File: config.mk
export PLATFORM = sky130hd
export DESIGN_NAME = temp_lut_sel
export DESIGN_NICKNAME = d
export VERILOG_FILES = /design/src/rtl/temp_lut_pkg.sv /design/src/rtl/temp_rst_sync.sv /design/src/rtl/temp_idx_calc.sv /design/src/rtl/temp_lut_bank.sv /design/src/rtl/temp_lut_sel.sv
export SDC_FILE = /design/constraint.sdc
export NUM_CORES = 2
export LEC_CHECK = 0
export BUFFER_PORTS_ARGS = -buffer_cell sky130_fd_sc_hd__buf_2
export CORE_MARGIN = 5
export CORE_UTILIZATION = 65
export CTS_CLUSTER_SIZE = 30
export DETAILED_ROUTE_END_ITERATION = 16
export PLACE_DENSITY = 0.88
export SLEW_MARGIN = 20
export SYNTH_ARGS = -nofsm -noshare
export SYNTH_HDL_FRONTEND = slang
export SYNTH_HIERARCHICAL = 1
export SYNTH_SLANG_ARGS = --single-unit
export TNS_END_PERCENT = 50
File: constraint.sdc
create_clock -name clk -period 75.3 [get_ports clk]
set_input_delay 11.295 -clock clk [delete_from_list [all_inputs] [get_ports clk]]
set_output_delay 11.295 -clock clk [all_outputs]
set_load 0.02 [all_outputs]
File: src/rtl/temp_lut_pkg.sv
package temp_lut_pkg;

  // Number of parallel tables and width of the page select.
  localparam int N_TBL     = 3;
  localparam int TBL_SEL_W = 2;

  // Page codes on the write port; also the output slot of each table.
  typedef enum logic [TBL_SEL_W-1:0] {
    TBL_PWR  = 2'd0,
    TBL_DAC1 = 2'd1,
    TBL_DAC2 = 2'd2,
    TBL_RSVD = 2'd3
  } tbl_id_e;

endpackage

File: src/rtl/temp_rst_sync.sv
module temp_rst_sync #(
  parameter int STAGES = 2
) (
  input  logic clk,
  input  logic rst_n,
  output logic rst_sync_n
);

  logic [STAGES-1:0] sh_q;
  logic [STAGES-1:0] sh_d;

  always_comb begin
    sh_d = {sh_q[STAGES-2:0], 1'b1};
  end

  always_ff @(posedge clk or negedge rst_n) begin
    if (!rst_n) begin
      sh_q <= '0;
    end else begin
      sh_q <= sh_d;
    end
  end

  assign rst_sync_n = sh_q[STAGES-1];

endmodule

File: src/rtl/temp_idx_calc.sv
module temp_idx_calc #(
  parameter int TEMP_W   = 16,
  parameter int FRAC_W   = 8,
  parameter int MIN_DEG  = -40,
  parameter int STEP_DEG = 4,
  parameter int N_ENT    = 36,
  parameter int IDX_W    = $clog2(N_ENT)
) (
  input  logic signed [TEMP_W-1:0] temp,
  output logic        [IDX_W-1:0]  idx
);

  // Two guard bits keep the biased sum from overflowing.
  localparam int SUM_W   = TEMP_W + 2;
  localparam int STEP_SH = FRAC_W + $clog2(STEP_DEG);
  localparam logic signed [SUM_W-1:0] BIAS =
    SUM_W'((-MIN_DEG) * (1 << FRAC_W));
  localparam logic signed [SUM_W-1:0] HI_LIM =
    SUM_W'((N_ENT - 1) * STEP_DEG * (1 << FRAC_W));

  logic signed [SUM_W-1:0] sum;
  logic        [SUM_W-1:0] quo;

  always_comb begin
    sum = {{2{temp[TEMP_W-1]}}, temp} + BIAS;
    quo = sum >> STEP_SH;
    if (sum < 0) begin
      idx = '0;
    end else if (sum >= HI_LIM) begin
      idx = IDX_W'(N_ENT - 1);
    end else begin
      idx = quo[IDX_W-1:0];
    end
  end

endmodule

File: src/rtl/temp_lut_bank.sv
module temp_lut_bank #(
  parameter int N_ENT  = 36,
  parameter int DATA_W = 8,
  parameter int ADDR_W = 8,
  parameter int BASE   = 128,
  parameter int IDX_W  = $clog2(N_ENT)
) (
  input  logic              clk,
  input  logic              rst_n,
  input  logic              wr_hit,
  input  logic [ADDR_W-1:0] wr_addr,
  input  logic [DATA_W-1:0] wr_data,
  input  logic              upd,
  input  logic [IDX_W-1:0]  rd_idx,
  output logic [DATA_W-1:0] setpt
);

  logic [DATA_W-1:0] mem_q [N_ENT];
  logic [DATA_W-1:0] mem_d [N_ENT];
  logic [DATA_W-1:0] setpt_q;
  logic [DATA_W-1:0] setpt_d;
  logic [ADDR_W-1:0] off;
  logic              in_rng;
  logic              wr_ce;
  logic [IDX_W-1:0]  ent;

  // Address decode: only the entry window of the page is writable.
  always_comb begin
    off    = wr_addr - ADDR_W'(BASE);
    in_rng = (wr_addr >= ADDR_W'(BASE)) && (off < ADDR_W'(N_ENT));
    wr_ce  = wr_hit && in_rng;
    ent    = off[IDX_W-1:0];
  end

  // Next-state for the table storage.
  always_comb begin
    for (int i = 0; i < N_ENT; i++) begin
      mem_d[i] = mem_q[i];
    end
    if (wr_ce) begin
      mem_d[ent] = wr_data;
    end
  end

  // Output reads the stored (pre-write) entry, so a same-cycle write waits.
  always_comb begin
    setpt_d = setpt_q;
    if (upd) begin
      setpt_d = mem_q[rd_idx];
    end
  end

  always_ff @(posedge clk or negedge rst_n) begin
    if (!rst_n) begin
      for (int i = 0; i < N_ENT; i++) begin
        mem_q[i] <= '0;
      end
    end else if (wr_ce) begin
      for (int i = 0; i < N_ENT; i++) begin
        mem_q[i] <= mem_d[i];
      end
    end
  end

  always_ff @(posedge clk or negedge rst_n) begin
    if (!rst_n) begin
      setpt_q <= '0;
    end else if (upd) begin
      setpt_q <= setpt_d;
    end
  end

  assign setpt = setpt_q;

endmodule

File: src/rtl/temp_lut_sel.sv
module temp_lut_sel
  import temp_lut_pkg::*;
#(
  parameter int TEMP_W   = 16,
  parameter int FRAC_W   = 8,
  parameter int DATA_W   = 8,
  parameter int ADDR_W   = 8,
  parameter int N_ENT    = 36,
  parameter int STEP_DEG = 4,
  parameter int MIN_DEG  = -40,
  parameter int TBL_BASE = 128
) (
  input  logic                     clk,
  input  logic                     rst_n,
  input  logic                     temp_vld,
  input  logic signed [TEMP_W-1:0] temp_in,
  input  logic                     wr_en,
  input  logic [TBL_SEL_W-1:0]     wr_page,
  input  logic [ADDR_W-1:0]        wr_addr,
  input  logic [DATA_W-1:0]        wr_data,
  output logic [DATA_W-1:0]        setpt_pwr,
  output logic [DATA_W-1:0]        setpt_dac1,
  output logic [DATA_W-1:0]        setpt_dac2,
  output logic                     out_vld
);

  localparam int IDX_W = $clog2(N_ENT);

  logic              rst_sync_n;
  logic [IDX_W-1:0]  cur_idx;
  logic [DATA_W-1:0] setpt_all [N_TBL];
  logic              vld_q;
  logic              vld_d;

  temp_rst_sync #(.STAGES(2)) u_rst (
    .clk       (clk),
    .rst_n     (rst_n),
    .rst_sync_n(rst_sync_n)
  );

  temp_idx_calc #(
    .TEMP_W  (TEMP_W),
    .FRAC_W  (FRAC_W),
    .MIN_DEG (MIN_DEG),
    .STEP_DEG(STEP_DEG),
    .N_ENT   (N_ENT),
    .IDX_W   (IDX_W)
  ) u_idx (
    .temp(temp_in),
    .idx (cur_idx)
  );

  for (genvar g = 0; g < N_TBL; g++) begin : g_bank
    logic hit;
    assign hit = wr_en && (wr_page == TBL_SEL_W'(g));
    temp_lut_bank #(
      .N_ENT (N_ENT),
      .DATA_W(DATA_W),
      .ADDR_W(ADDR_W),
      .BASE  (TBL_BASE),
      .IDX_W (IDX_W)
    ) u_bank (
      .clk    (clk),
      .rst_n  (rst_sync_n),
      .wr_hit (hit),
      .wr_addr(wr_addr),
      .wr_data(wr_data),
      .upd    (temp_vld),
      .rd_idx (cur_idx),
      .setpt  (setpt_all[g])
    );
  end

  always_comb begin
    vld_d = temp_vld;
  end

  always_ff @(posedge clk or negedge rst_sync_n) begin
    if (!rst_sync_n) begin
      vld_q <= 1'b0;
    end else begin
      vld_q <= vld_d;
    end
  end

  assign out_vld    = vld_q;
  assign setpt_pwr  = setpt_all[TBL_PWR];
  assign setpt_dac1 = setpt_all[TBL_DAC1];
  assign setpt_dac2 = setpt_all[TBL_DAC2];

endmodule

=== After elaboration in Yosys (flattened, before gate mapping) ===
Index checks and enable logic that the tools add are counted.
W data, S select, Z words.

* Bitwise operators: 2
* $mul: 0
* Reduce and logical (&&, ||, !) cells: 9
* Divide/modulo/power cells: 0
* Mux-type cells: 16
* Shift-type cells: 0
* Eq/ne operators: 2
* Magnitude comparators: 7
* Add/sub/neg operators: 2

{| class="wikitable"
|+ Operators by type and width
! kind !! count
|-
| $bwmux W288 || 3
|-
| $bmux W8 S6 || 3
|-
| $mux W8 || 7
|-
| $demux W8 S6 || 1
|-
| $add A16 B15 Y17 const B || 1
|-
| $ge A17 B17 Y1 const B || 1
|-
| $lt A17 B1 Y1 const B || 1
|-
| $ge A7 B7 Y1 const B || 2
|-
| $not A6 Y7 || 2
|-
| $mux W6 || 2
|-
| $ge A8 B8 Y1 const B || 1
|-
| $logic_and A1 B1 Y1 || 8
|-
| $lt A8 B6 Y1 const B || 1
|-
| $sub A8 B8 Y8 const B || 1
|-
| $lt A7 B1 Y1 const B || 1
|-
| $eq A2 B1 Y1 const B || 1
|-
| $eq A2 B2 Y1 const B || 1
|-
| $logic_not A2 Y1 || 1
|}

* Word-level logic and storage cells: 151
* Bits of input ports: 38
* Bits in latches: 0
* Memories kept: 0
* RAM bits: 0
* Register bits after elaboration: 891
* Bits in read-only memories: 0
* Output and inout port bits: 25

=== Logic depth before layout (Yosys ltp) ===
* Depth in word-level cells: 8
* Mapped depth: 14
* Mapped depth without buffers: 10

=== Cells and area by module ===
Netlist, hierarchy kept.

{| class="wikitable"
|+ By module, submodules not included
! module !! seq. area each (um^2) !! instances !! area an instance (um^2) !! cells an instance
|-
| temp_lut_bank (g_bank[0].u_bank ...) || 7407.1 || 2 || 13618.1 || 906
|-
| temp_lut_bank (g_bank[2].u_bank) || 7407.1 || 1 || 13724.4 || 906
|-
| temp_idx_calc || 0.0 || 1 || 203.9 || 28
|-
| temp_lut_sel || 25.0 || 1 || 55.1 || 4
|-
| temp_rst_sync || 50.0 || 1 || 53.8 || 3
|}

=== Worst setup path before layout ===
No wires, ideal clock.

* Kind: input to register
* From: input port temp_in[11]
* To: register g_bank[0].u_bank.setpt_q[0]
* Stages on the path: 12
* Setup time: 0.132 ns
* Required time: 75.168 ns
* Path buffers: 2
* Data arrival time: 13.852 ns
* Setup slack: 61.316 ns
* Cell sequence: inv_1 ha_1 nor3b_1 nand4_1 a41oi_2 o21a_1 buf_2 buf_2 mux4_2 mux2_2 a221oi_1 o31ai_1

* Longest elaborated chain between the ends: 8
* Elaborated cells on any way between the ends: 9
* Those cells by class: add/sub (1); order compare (2); mux (5); bitwise (1)

{| class="wikitable"
|+ Ends and longest elaborated chain
! what !! RTL line !! source
|-
| from (decl) || temp_lut_sel.sv:16 || <nowiki>input logic signed [TEMP_W-1:0] temp_in,</nowiki>
|-
| $add A16 B15 Y17 (*) || temp_idx_calc.sv:25 || <nowiki>sum = {{2{temp[TEMP_W-1]}}, temp} + BIAS;</nowiki>
|-
| $ge A17 B17 Y1 || temp_idx_calc.sv:29 || <nowiki>end else if (sum >= HI_LIM) begin</nowiki>
|-
| $mux W6 || temp_idx_calc.sv:29 ||
|-
| $mux W6 (*) || temp_idx_calc.sv:27 || <nowiki>if (sum < 0) begin</nowiki>
|-
| named net cur_idx[0] || temp_lut_sel.sv:30 || <nowiki>logic [IDX_W-1:0] cur_idx;</nowiki>
|-
| $not A6 Y7 (implied by the code) (*) || temp_lut_bank.sv:49 || <nowiki>setpt_d = mem_q[rd_idx];</nowiki>
|-
| $bmux W8 S6 (*) || temp_lut_bank.sv:49 ||
|-
| $mux W8 (implied by the code) (*) (2 in series) || temp_lut_bank.sv:49 ||
|-
| to (signal assigned) || temp_lut_bank.sv:69 || <nowiki>setpt_q <= setpt_d;</nowiki>
|-
| to (decl) || temp_lut_bank.sv:20 || <nowiki>logic [DATA_W-1:0] setpt_q;</nowiki>
|}

Mark *: on every way through the listed nets, which the timed path passes. The rest lies on a longest branch. The select of a mux whose other input is x is not followed.
A chain may end at the register's enable or synchronous reset.

=== Final worst setup path ===
* From: input port temp_in[11]
* To: register g_bank[0].u_bank.setpt_q[1]

Same word-level chain as after synthesis.

==> impl_summary.txt <==
----------------------------------------------------
[Floorplanning]
  Rows ... 92
  Area enclosed by the die boundary ... 0.06864 mm^2
  Number of primary I/O pins ... 63
  Starting density of the core ... 65.55%
  Die X-Extent ... 262.0 um
  Core footprint ... 0.06297 mm^2
  Height of the chip ... 262.0 um

[Critical path]
  Crit start category ... primary input
  Largest delay contributor family on the critical path ... buffers and inverters
  FF-to-FF Start ... u_rst/sh_q[1]
  Critical Path Most Common Cell ... sky130_fd_sc_hd__buf_4
  Source of the critical timing path ... temp_in[11]
  Kind of critical path ... primary input to flip-flop
  Data arrival time at the worst-slack endpoint ... 17.08 ns
  Type of element capturing the critical path ... flip-flop
  Combined buffer and inverter count along the critical path ... 6
  Flop-to-flop setup slack ... 71.29 ns
  Slowest cell on the critical path ... sky130_fd_sc_hd__buf_4
  Delay contributed by the slowest stage of the critical path ... 0.84 ns
  Required arrival time at the worst endpoint ... 75.79 ns
  Top fanout value on the critical path ... 53
  Cell-by-cell listing of the critical path ... buf_2, inv_1, ha_1, nor3b_1, nand4_1, a41oi_2, o21a_4, buf_4, buf_16, buf_4, buf_4, mux4_2, mux2_2, a221oi_1, o31ai_1

[Placement]
  Pre-CTS setup slack ... 57.79 ns
  IO buf count ... 62
  HPWL after detailed placement ... 61.87 mm
  Placement Cell Area ... 0.04210 mm^2
  GPL Wtd Cong ... 0.8996

[Synthesis]
  Post-Syn Instances ... 2753
  Portion of the post-synthesis area used by sequential elements ... 54.02%
  Synth top area share ... 54.02%
  Leading cell types by total area after synthesis ... sky130_fd_sc_hd__dfrtp_1 54%, sky130_fd_sc_hd__mux2_2 25%, sky130_fd_sc_hd__mux4_2 7.7%
  EDFF count, synth ... 0
  Synth Cell Area ... 0.04127 mm^2
  Number of library cell types mapped by synthesis ... 64
  Syn avg cell area ... 14.99 um^2
  Most used DFF post-synth ... sky130_fd_sc_hd__dfrtp_1
  Number of warnings issued by yosys ... 6
  Fraction of registers with async set or reset after synthesis ... 100.0%
  Synth Net Count ... 2793
  Register bit total from synthesis ... 891
  Leading area contributor after synthesis ... sky130_fd_sc_hd__dfrtp_1

[Drt]
  Wirelength, routed ... 101.7 mm
  Average wire length per cell after detail routing ... 27.70 um
  Antenna-violating nets left ... 0
  Iteration count of the initial detailed-routing pass ... 7
  Detail-routed via count per cell ... 6.843
  Count of vias placed by the detailed router ... 25120
  Met1 Wirelength ... 39.56 mm
  Max layer used ... met5
  Met3 WL post-DR ... 8.637 mm
  Total length of routed met2 wires ... 48.79 mm
  1st-iter DRT viols ... 2369
  # DRC ... 0

[Finish]
  Proportion of layout cells with a drive suffix above 1 ... 49.40%
  Area growth syn-to-layout ... 9.725%
  Top library cells by usage in the layout, fill and taps aside ... 926 x sky130_fd_sc_hd__mux2_2, 890 x sky130_fd_sc_hd__dfrtp_1, 141 x sky130_fd_sc_hd__mux4_2, 96 x sky130_fd_sc_hd__mux2i_1, 91 x sky130_fd_sc_hd__clkbuf_16
  Count of antenna diodes in the layout ... 0
  Final-stage net count ... 2793
  Most common cell after layout, fill and taps aside ... sky130_fd_sc_hd__mux2_2
  Post-route cell area ... 0.04529 mm^2

[STA]
  Maximum clock frequency ... 60.30 MHz
  Finish-stage setup viols ... 0
  Setup repair after global routing missed its margin ... false
  Post-route setup slack ... 58.72 ns
  Setup TNS ... 0 ns
  Clock tree skew after final layout ... 0.02151 ns
  Fin crit share ... 22.02%
  Final hold slack ... 0.3541 ns
  Count of final hold-check violations ... 0
  Final critical path time including I/O delays and setup ... 16.58 ns
  Pins Over Slew Limit ... 0
  Worst slew pin tran ... 1.228 ns
  Max-slew headroom ... 17.81%

[CTS]
  Clock latency on the worst-skew pair ... 0.63 ns
  Hold-fix buffers, CTS ... 0
  Post-CTS Setup Inserts ... 0
  TritonCTS clock tree ... done
  Clock buffers created by TritonCTS ... 88
  Number of sinks driven by the clock tree ... 891
  Maximum count of clock buffers along a single path ... 3
  Clock edge transition at the registers on the reported setup and hold paths ... 0.06 ns
  PostCTS Resize Cnt ... 0
  Clock root buffer ... sky130_fd_sc_hd__clkbuf_16
  Max H-tree Level ... 3

[Power and ir drop]
  Standby leakage power ... 22.17 nW
  P per Cell Area ... 22.86 mW/mm^2
  Maximum vdd ir drop ... 0.01591 mV

[Worst hold path]
  Classification of the worst-slack hold path ... flip-flop to flip-flop
  HP Start ... u_rst/sh_q[0]

[Global routing]
  Largest net degree at the start of global routing ... 215
  Number of antenna violations at the first check in global routing ... 1
  Combined global-route utilization of all metal layers ... 30.10%
  Global-route wire length before repair ... 160.4 mm
  Total overflow reported by the global router ... 0
  Via count of the first global-routing pass ... 26860

[Status]
  Status ... complete, no violations

[Job]
  Maximum Capacitance Violations ... 0

----------------------------------------------------
-- logic make-up (layout without fill, tap and decap cells) --
group                    after synthesis  after routing  synth area share (%)
AO/OA/AOI/OAI                        195            195                 3.792
XOR/XNOR                               3              3               0.06367
adder cells (fa/ha/maj)                2              2               0.06062
buffers and inverters                191            262                 2.131
flip-flops                           891            891                 54.02
multiplexers                        1170           1170                 35.70
other                                  1              1              0.009086
AND/OR/NAND/NOR                      300            300                 4.226
-- synth_stat cells (6+ instances only) --
| cell type | count |
|---|---|
| sky130_fd_sc_hd__or3b_2 | 10 |
| sky130_fd_sc_hd__o31ai_1 | 25 |
| sky130_fd_sc_hd__and3_1 | 10 |
| sky130_fd_sc_hd__o211a_1 | 21 |
| sky130_fd_sc_hd__nand3_1 | 13 |
| sky130_fd_sc_hd__a221oi_2 | 6 |
| sky130_fd_sc_hd__nand2b_1 | 15 |
| sky130_fd_sc_hd__nor2_2 | 16 |
| sky130_fd_sc_hd__o22ai_1 | 21 |
| sky130_fd_sc_hd__dfrtp_1 | 891 |
| sky130_fd_sc_hd__nor3_1 | 14 |
| sky130_fd_sc_hd__nand2_1 | 85 |
| sky130_fd_sc_hd__a21oi_1 | 27 |
| sky130_fd_sc_hd__o221ai_1 | 27 |
| sky130_fd_sc_hd__mux4_2 | 141 |
| sky130_fd_sc_hd__clkbuf_1 | 94 |
| sky130_fd_sc_hd__buf_4 | 16 |
| sky130_fd_sc_hd__mux2i_1 | 96 |
| sky130_fd_sc_hd__o21ai_0 | 21 |
| sky130_fd_sc_hd__nor2_1 | 29 |
| sky130_fd_sc_hd__and3b_1 | 6 |
| sky130_fd_sc_hd__a221oi_1 | 15 |
| sky130_fd_sc_hd__a22o_1 | 6 |
| sky130_fd_sc_hd__nor2b_1 | 37 |
| sky130_fd_sc_hd__or3_1 | 6 |
| sky130_fd_sc_hd__nor3b_1 | 6 |
| sky130_fd_sc_hd__nor2_4 | 7 |
| sky130_fd_sc_hd__buf_2 | 35 |
| sky130_fd_sc_hd__nand3b_1 | 9 |
| sky130_fd_sc_hd__buf_1 | 32 |
| sky130_fd_sc_hd__mux4_1 | 6 |
| sky130_fd_sc_hd__o221a_2 | 20 |
| sky130_fd_sc_hd__mux2_2 | 926 |
-- report_power, final --
group / leakage (nW) / switching (mW) / internal [mW]
registers: 12.4 / 0.00530 / 0.487
clock network: 1.52 / 0.184 / 0.276
logic: 8.26 / 0.0549 / 0.0286
total: 22.2 / 0.244 / 0.791
-- sequential cells by signal (all words and copies together) (netlist names) --
signal               count
g_bank.u_bank/mem_q    864
g_bank.u_bank/setpt     24
out_vld                  1
u_rst/sh_q               2
-- layout make-up --
type,count,area [um^2]
clock buffer,123,2608
tap,846,1059
inverter,7,26.28
timing repair buffer,94,678.2
fill,3662,17680
clock inverter,38,464.2
multi-input combinational,1671,18150
sequential,891,22300
-- worst paths after layout --
path / end / cells after the start
min in group asynchronous: g_bank[1].u_bank/mem_q[205] / 0
setup reg to reg: g_bank[1].u_bank/mem_q[110] / 5
hold reg to reg: u_rst/sh_q[1] / 0
hold / removal: u_rst/sh_q[1] / 0
max in group asynchronous: u_rst/sh_q[1] / 1
setup / recovery: g_bank[0].u_bank/setpt[1] / 15
-- stage by stage --
stage          std cells  total power [mW]  utilization (%)
3_3_place_gp        3506            0.5787            66.85
5_1_grt             3670             1.068            71.92
6_report            3670             1.035            71.92
4_1_cts             3667             1.040            71.75
2_1_floorplan       2753            0.5580                -
3_5_place_dp        3506            0.5818            66.87
-- metal layers --
metal	global-route usage [%]	vias to the layer above
met5	0	-
met4	12.82	2
met3	6.332	322
met2	47.36	1183
met1	41.56	13270
li1	-	10340
No activity file was read; power rests on OpenSTA's default activity.
